==> config.mk <==
export PLATFORM = sky130hd
export DESIGN_NAME = pwm_bank_timer
export DESIGN_NICKNAME = d
export VERILOG_FILES = /design/src/rtl/pwm_pkg.sv /design/src/rtl/pwm_rst_sync.sv /design/src/rtl/pwm_prescale.sv /design/src/rtl/pwm_duty_bank.sv /design/src/rtl/pwm_out_stage.sv /design/src/rtl/pwm_bank_timer.sv
export SDC_FILE = /design/constraint.sdc
export NUM_CORES = 1
export LEC_CHECK = 0
export BUFFER_PORTS_ARGS = -buffer_cell sky130_fd_sc_hd__buf_2
export CORE_AREA = 4 4 194 196
export CTS_BUF_LIST = sky130_fd_sc_hd__clkbuf_4
export CTS_CLUSTER_DIAMETER = 40
export DETAILED_ROUTE_END_ITERATION = 8
export DIE_AREA = 0 0 198 200
export PLACE_DENSITY = 0.54
export SKIP_CTS_REPAIR_TIMING = 1
export SLEW_MARGIN = 20
export SYNTH_ARGS = -nofsm -noshare
export SYNTH_HDL_FRONTEND = slang
export SYNTH_HIERARCHICAL = 1
export SYNTH_SLANG_ARGS = --single-unit
==> constraint.sdc <==
create_clock -name clk -period 5.7 [get_ports clk]
set_input_delay 0 -clock clk [delete_from_list [all_inputs] [get_ports clk]]
set_output_delay 0 -clock clk [all_outputs]
set_load 0.1 [all_outputs]
==> src/rtl/pwm_pkg.sv <==
package pwm_pkg;
  localparam int ADDR_W   = 4;
  localparam int DATA_W   = 16;
  localparam int A_CTRL   = 0;
  localparam int A_PERIOD = 1;
  localparam int A_POL    = 2;
  localparam int A_OEN    = 3;
  localparam int A_BUF0   = 4;
  localparam int A_DUTY0  = 8;
  localparam int B_RUN    = 0;
  localparam int B_IE     = 1;
  localparam int B_FLAG   = 2;
  localparam int B_ROUTE  = 3;
  localparam int B_SEL    = 4;
endpackage

==> src/rtl/pwm_rst_sync.sv <==
module pwm_rst_sync (
  input  logic clk,
  input  logic rst_n,
  output logic rst_sync_n
);
  logic [1:0] sync_q;

  always_ff @(posedge clk or negedge rst_n) begin
    if (!rst_n) sync_q <= 2'b00;
    else        sync_q <= {sync_q[0], 1'b1};
  end

  assign rst_sync_n = sync_q[1];
endmodule

==> src/rtl/pwm_prescale.sv <==
module pwm_prescale #(
  parameter int SEL_W = 3
) (
  input  logic             clk,
  input  logic             rst_n,
  input  logic             clr,
  input  logic [SEL_W-1:0] sel,
  output logic             tick
);
  localparam int DW = (1 << SEL_W) - 1;

  logic [DW-1:0] div_q, div_d;
  logic [DW:0]   wide;
  logic [DW-1:0] mask;

  always_comb begin
    wide = ({{DW{1'b0}}, 1'b1} << sel) - 1'b1;
    mask = wide[DW-1:0];
    tick = ((div_q & mask) == mask);
    div_d = clr ? '0 : div_q + 1'b1;
  end

  always_ff @(posedge clk or negedge rst_n) begin
    if (!rst_n) div_q <= '0;
    else        div_q <= div_d;
  end
endmodule

==> src/rtl/pwm_duty_bank.sv <==
module pwm_duty_bank #(
  parameter int CNT_W = 10,
  parameter int N_BUF = 4
) (
  input  logic                        clk,
  input  logic                        rst_n,
  input  logic                        load,
  input  logic                        route,
  input  logic [N_BUF-1:0][CNT_W-1:0] buf_val,
  output logic [2*N_BUF-1:0][CNT_W-1:0] duty
);
  localparam int N_OUT = 2 * N_BUF;

  logic [N_OUT-1:0][CNT_W-1:0] duty_d;

  for (genvar g = 0; g < N_OUT; g++) begin : g_slot
    localparam int SRC  = g % N_BUF;
    localparam bit HIGH = (g >= N_BUF);
    logic take;
    assign take = load && (route == HIGH);

    always_comb duty_d[g] = take ? buf_val[SRC] : duty[g];

    always_ff @(posedge clk or negedge rst_n) begin
      if (!rst_n) duty[g] <= '0;
      else        duty[g] <= duty_d[g];
    end
  end
endmodule

==> src/rtl/pwm_out_stage.sv <==
module pwm_out_stage #(
  parameter int CNT_W = 10,
  parameter int N_OUT = 8
) (
  input  logic                        active,
  input  logic [CNT_W-1:0]            cnt,
  input  logic [CNT_W-1:0]            period,
  input  logic [N_OUT-1:0][CNT_W-1:0] duty,
  input  logic [N_OUT-1:0]            pol,
  input  logic [N_OUT-1:0]            oen,
  output logic [N_OUT-1:0]            pwm
);
  for (genvar g = 0; g < N_OUT; g++) begin : g_ch
    logic raw;
    always_comb begin
      raw    = (cnt < duty[g]) || (duty[g] >= period);
      pwm[g] = (active && oen[g] && raw) ^ pol[g];
    end
  end
endmodule

==> src/rtl/pwm_bank_timer.sv <==
module pwm_bank_timer
  import pwm_pkg::*;
#(
  parameter int CNT_W = 10,
  parameter int N_BUF = 4,
  parameter int SEL_W = 3
) (
  input  logic              clk,
  input  logic              rst_n,
  input  logic              reg_wr,
  input  logic [ADDR_W-1:0] reg_addr,
  input  logic [DATA_W-1:0] reg_wdata,
  output logic [DATA_W-1:0] reg_rdata,
  output logic [7:0]        pwm_o,
  output logic              irq_o
);
  localparam int N_OUT = 2 * N_BUF;

  logic rst_sync_n;
  logic run_q, run_d, ie_q, ie_d, route_q, route_d, flag_q, flag_d, started_q;
  logic [SEL_W-1:0] sel_q, sel_d;
  logic [CNT_W-1:0] period_q, period_d, cnt_q, cnt_d;
  logic [N_OUT-1:0] pol_q, pol_d, oen_q, oen_d;
  logic [N_BUF-1:0][CNT_W-1:0] buf_q, buf_d;
  logic [N_OUT-1:0][CNT_W-1:0] duty;
  logic [N_OUT-1:0] pwm_int;
  logic tick, start, match, wr_ctrl;

  pwm_rst_sync u_rst (.clk(clk), .rst_n(rst_n), .rst_sync_n(rst_sync_n));

  pwm_prescale #(.SEL_W(SEL_W)) u_pre (
    .clk(clk), .rst_n(rst_sync_n), .clr(!run_q || start), .sel(sel_q), .tick(tick)
  );

  pwm_duty_bank #(.CNT_W(CNT_W), .N_BUF(N_BUF)) u_bank (
    .clk(clk), .rst_n(rst_sync_n), .load(match), .route(route_q),
    .buf_val(buf_q), .duty(duty)
  );

  pwm_out_stage #(.CNT_W(CNT_W), .N_OUT(N_OUT)) u_out (
    .active(run_q && started_q), .cnt(cnt_q), .period(period_q), .duty(duty),
    .pol(pol_q), .oen(oen_q), .pwm(pwm_int)
  );

  assign pwm_o = pwm_int[7:0];
  assign irq_o = flag_q && ie_q;

  // Next-state logic
  always_comb begin
    wr_ctrl  = reg_wr && (reg_addr == ADDR_W'(A_CTRL));
    start    = run_q && !started_q;
    match    = start || (run_q && tick && (cnt_q == period_q));
    run_d    = run_q;
    ie_d     = ie_q;
    route_d  = route_q;
    sel_d    = sel_q;
    period_d = period_q;
    pol_d    = pol_q;
    oen_d    = oen_q;
    buf_d    = buf_q;
    if (wr_ctrl) begin
      run_d   = reg_wdata[B_RUN];
      ie_d    = reg_wdata[B_IE];
      route_d = reg_wdata[B_ROUTE];
      sel_d   = reg_wdata[B_SEL +: SEL_W];
    end
    if (reg_wr && reg_addr == ADDR_W'(A_PERIOD)) period_d = reg_wdata[CNT_W-1:0];
    if (reg_wr && reg_addr == ADDR_W'(A_POL))    pol_d    = reg_wdata[N_OUT-1:0];
    if (reg_wr && reg_addr == ADDR_W'(A_OEN))    oen_d    = reg_wdata[N_OUT-1:0];
    for (int i = 0; i < N_BUF; i++)
      if (reg_wr && reg_addr == ADDR_W'(A_BUF0 + i)) buf_d[i] = reg_wdata[CNT_W-1:0];
    if (match)                             flag_d = 1'b1;
    else if (wr_ctrl && !reg_wdata[B_FLAG]) flag_d = 1'b0;
    else                                   flag_d = flag_q;
    if (!run_q || match) cnt_d = '0;
    else if (tick)       cnt_d = cnt_q + 1'b1;
    else                 cnt_d = cnt_q;
  end

  // Register process
  always_ff @(posedge clk or negedge rst_sync_n) begin
    if (!rst_sync_n) begin
      run_q <= 1'b0; ie_q <= 1'b0; route_q <= 1'b0; flag_q <= 1'b0;
      started_q <= 1'b0; sel_q <= '0; period_q <= '0; cnt_q <= '0;
      pol_q <= '0; oen_q <= '0; buf_q <= '0;
    end else begin
      run_q <= run_d; ie_q <= ie_d; route_q <= route_d; flag_q <= flag_d;
      started_q <= run_q; sel_q <= sel_d; period_q <= period_d; cnt_q <= cnt_d;
      pol_q <= pol_d; oen_q <= oen_d; buf_q <= buf_d;
    end
  end

  // Read port
  always_comb begin
    reg_rdata = '0;
    if (reg_addr == ADDR_W'(A_CTRL)) begin
      reg_rdata[B_RUN]   = run_q;
      reg_rdata[B_IE]    = ie_q;
      reg_rdata[B_FLAG]  = flag_q;
      reg_rdata[B_ROUTE] = route_q;
      reg_rdata[B_SEL +: SEL_W] = sel_q;
    end
    if (reg_addr == ADDR_W'(A_PERIOD)) reg_rdata[CNT_W-1:0] = period_q;
    if (reg_addr == ADDR_W'(A_POL))    reg_rdata[N_OUT-1:0] = pol_q;
    if (reg_addr == ADDR_W'(A_OEN))    reg_rdata[N_OUT-1:0] = oen_q;
    for (int i = 0; i < N_BUF; i++)
      if (reg_addr == ADDR_W'(A_BUF0 + i)) reg_rdata[CNT_W-1:0] = buf_q[i];
    for (int i = 0; i < N_OUT; i++)
      if (reg_addr == ADDR_W'(A_DUTY0 + i)) reg_rdata[CNT_W-1:0] = duty[i];
  end
endmodule

==> impl_metrics.csv <==
group,metric,value,unit
outcome,outcome,"complete, no violations",
route,wl_per_cell,23.0,µm
clocking,clk_latency,610,ps
route,drcViolationCount,0,
floorplanning,fp-row-count,70,
clocking,clk_transition_reported_paths,160,ps
timing,setup_tns,0,ps
route,drt_wl_total,39.2,mm
clocking,cts_buffers,17,
clocking,cts.sinks,173,
clocking,clockRootBuffer,"clkbuf_4",
global_route,grtUsageMet2,31.4,%
critical_path,critPathBufInv,1,
clocking,clock_path_buffers,2,
critical_path,crit_cells,9,
pwr,vdd_drop_max,0.153,mV
global_route,grt_pass1_vias,9291,
timing,worstMarginPinSlew,1170,ps
finish,synthToLayoutAreaGrowth,7.72,%
floorplanning,die_area,39600,µm²
floorplanning,top_level_ports,48,
hold_path,hp-class,"in2async",
critical_path,cpPeakStageDelay,550,ps
route,drt-pass1-iter-count,5,
global_route,use_met3,3.12,%
clocking,ctsHtreeMaxLevel,4,
yosys,synthFlopType,"dfrtp_1",
global_route,grt_overflow_total,0,
yosys,syn_area,12500,µm²
global_route,grt_most_used_layer,"met2",
yosys,ys_types,65,
timing,slew_viol_final,0,
critical_path,critPathLaunchType,"register",
pwr,leakagePower,6.20,nW
finish,drive_gt1_share,18.5,%
finish,multiInputGateArea,7510,µm²
global_route,grtUsageMet1,27.4,%
global_route,grt_pass1_wl,58.6,mm
floorplanning,core_area,36100,µm²
yosys,synth_edf_count,0,
finish,fill_cells,3607,
global_route,antenna_found_initial,2,
yosys,syn_inst,1184,
yosys,yosys_warnings,6,
timing,hold_viol_final,0,
timing,setup_viol,0,
timing,rsz0062_at_grt,"no",
timing,max_freq,275,MHz
yosys,ys_ff_latch,173,
route,drtIter0Drc,703,
placed_design,gp_congestion,0.863,
yosys,synth.yosys.seq_area_share,34.6,%
critical_path,cp_max_fo,40,
timing,finalCritPeriodShare,63.9,%
timing,clock-skew-final,34.6,ps
finish,seq_area,4330,µm²
pwr,p_per_area,427,nW/µm²
route,ant_nets,0,
route,viasPerCell,5.67,
job,maxCapViolCount,0,
critical_path,cp_cell_sequence,"inv_1, o21ai_0, a221oi_1, o32a_1, nand4_1, or3_1, a21boi_0, nand2b_4, mux2_1",
yosys,syn_area_per_cell,10.6,µm²
critical_path,rr_worst_depth,9,
critical_path,critPathTopFamily,"compound AO/OA/AOI/OAI gates",
critical_path,crit_required,6180,ps
yosys,async_flop_share,100,%
floorplanning,start_util,34.6,%
global_route,grt_use_total,19.8,%
route,vias,9661,
floorplanning,die_w,198,µm
critical_path,crit_type,"reg2reg",
pwr,p_total,5.75,mW
critical_path,arrival,4120,ps
finish,final_nets,1399,
clocking,cts_tree,"built",
placed_design,io_buffers,35,
critical_path,crit_slowest_cell,"nand2b_4",
global_route,grt_max_degree,107,
timing,slew_headroom,21.6,%
timing,min_period,3640,ps
critical_path,end_kind,"register",
placed_design,dpl.hpwl,28.3,mm
floorplanning,die_h,200,µm
[logic make-up after synthesis]
kind of cell	after synthesis	share of synthesized area, %
buf+inv	147	5.48
xor+xnor	24	1.68
flops	173	34.6
other cells	2	0.0601
compound gates	239	12.8
mux	187	19.0
simple gates	258	10.9
fa+ha+maj	154	15.4
[cells in the mapped netlist (all sizes together), types with 10 or more instances]
library cell  instances  share of area [%]
a211oi               22                1.6
a21oi                91                3.6
a22o                 13               0.91
and2                 10               0.50
buf                  39                2.2
dfrtp               173                 35
ha                  154                 15
inv                 106                3.2
mux2                160                 16
mux2i                15                1.2
mux4                 12                2.2
nand2                56                1.8
nand2b               29                1.5
nand3                31                1.4
nand4                45                2.3
nor2                 45                1.5
nor2b                11               0.55
nor3                 17               0.77
o21ai                38                1.5
o221ai               10               0.70
xnor2                16                1.1
[flip-flops by register name (all words and copies together), names as in the netlist]
| register | count |
|---|---|
| buf_q | 40 |
| cnt_q | 10 |
| flag_q | 1 |
| ie_q | 1 |
| oen_q | 8 |
| period_q | 10 |
| pol_q | 8 |
| route_q | 1 |
| run_q | 1 |
| sel_q | 3 |
| started_q | 1 |
| u_bank/duty | 80 |
| u_pre/div_q | 7 |
| u_rst/sync_q | 2 |
[through the flow]
stage	hold slack (ps)	area, µm²	util (%)	setup slack [ps]	instances
after floorplan	-296	12500	-	522	1189
after global placement	-215	13100	36.2	2250	1658
after detailed placement	-211	13100	36.2	2130	1658
after CTS	-906	13300	36.9	2060	1690
after global routing	219	13500	37.3	1850	1705
final	227	13500	37.3	2060	1705
[metal layers]
layer  wire length, µm  part of all wire [%]
met4              1400                   3.6
met1             18100                    46
met3              1970                   5.0
met5                11                 0.028
met2             17700                    45
[final cells by class]
class | count | area share (%)
inverter | 106 | 2.95
sequential | 173 | 32.2
antenna | 2 | 0.0372
multi-input combinational | 869 | 55.7
timing repair buffer | 55 | 2.75
clock inverter | 14 | 0.994
tap | 468 | 4.35
clock buffer | 18 | 1.00
[power breakdown]
group / switching, mW / total [mW] / internal (mW)
clock network: 0.489 / 0.718 / 0.229
logic: 1.59 / 2.77 / 1.18
registers: 0.641 / 2.26 / 1.62
total: 2.72 / 5.75 / 3.03
[cell usage in the layout (no fill, tap or decap), drive strengths merged, types with 4 or more instances in the layout]
cell / instances
o221a: 8
o22ai: 8
nor2: 45
mux2i: 15
ha: 154
a22o: 13
o211a: 9
inv: 111
dfrtp: 173
a211oi: 22
a31oi: 9
and2: 10
nor3: 17
a32oi: 4
nand3: 31
a22oi: 4
conb: 7
mux2: 160
clkinv: 6
o221ai: 10
nand2: 56
xor2: 8
nor2b: 11
xnor2: 16
clkbuf: 18
buf: 42
mux4: 12
nand4: 45
o21ai: 38
dlygate4sd3: 13
nand2b: 29
a21oi: 91
and3: 4
[worst reg2reg max path, stage by stage, from the launching register on]
cell and delay (ps):
dfrtp_1 470, inv_1 70, o21ai_0 90, a221oi_1 270, o32a_1 490, nand4_1 130, or3_1 430, a21boi_0 520
nand2b_4 550, mux2_1 520
[path summary, 6_finish.rpt]
kind                                            from  slack, ps                     endpoint
max reg2reg                     sel_q[1]$_DFFE_PN0P_       2060  u_bank/duty[21]$_DFFE_PN0P_
min reg2reg                u_rst/sync_q[0]$_DFF_PN0_        370    u_rst/sync_q[1]$_DFF_PN0_
max                             sel_q[1]$_DFFE_PN0P_       2060  u_bank/duty[21]$_DFFE_PN0P_
max in group asynchronous  u_rst/sync_q[1]$_DFF_PN0_       4140        buf_q[20]$_DFFE_PN0P_
min                                            rst_n        230    u_rst/sync_q[1]$_DFF_PN0_
min in group clk                        reg_wdata[9]        270        buf_q[39]$_DFFE_PN0P_
Power figures use the tool's default switching activity.
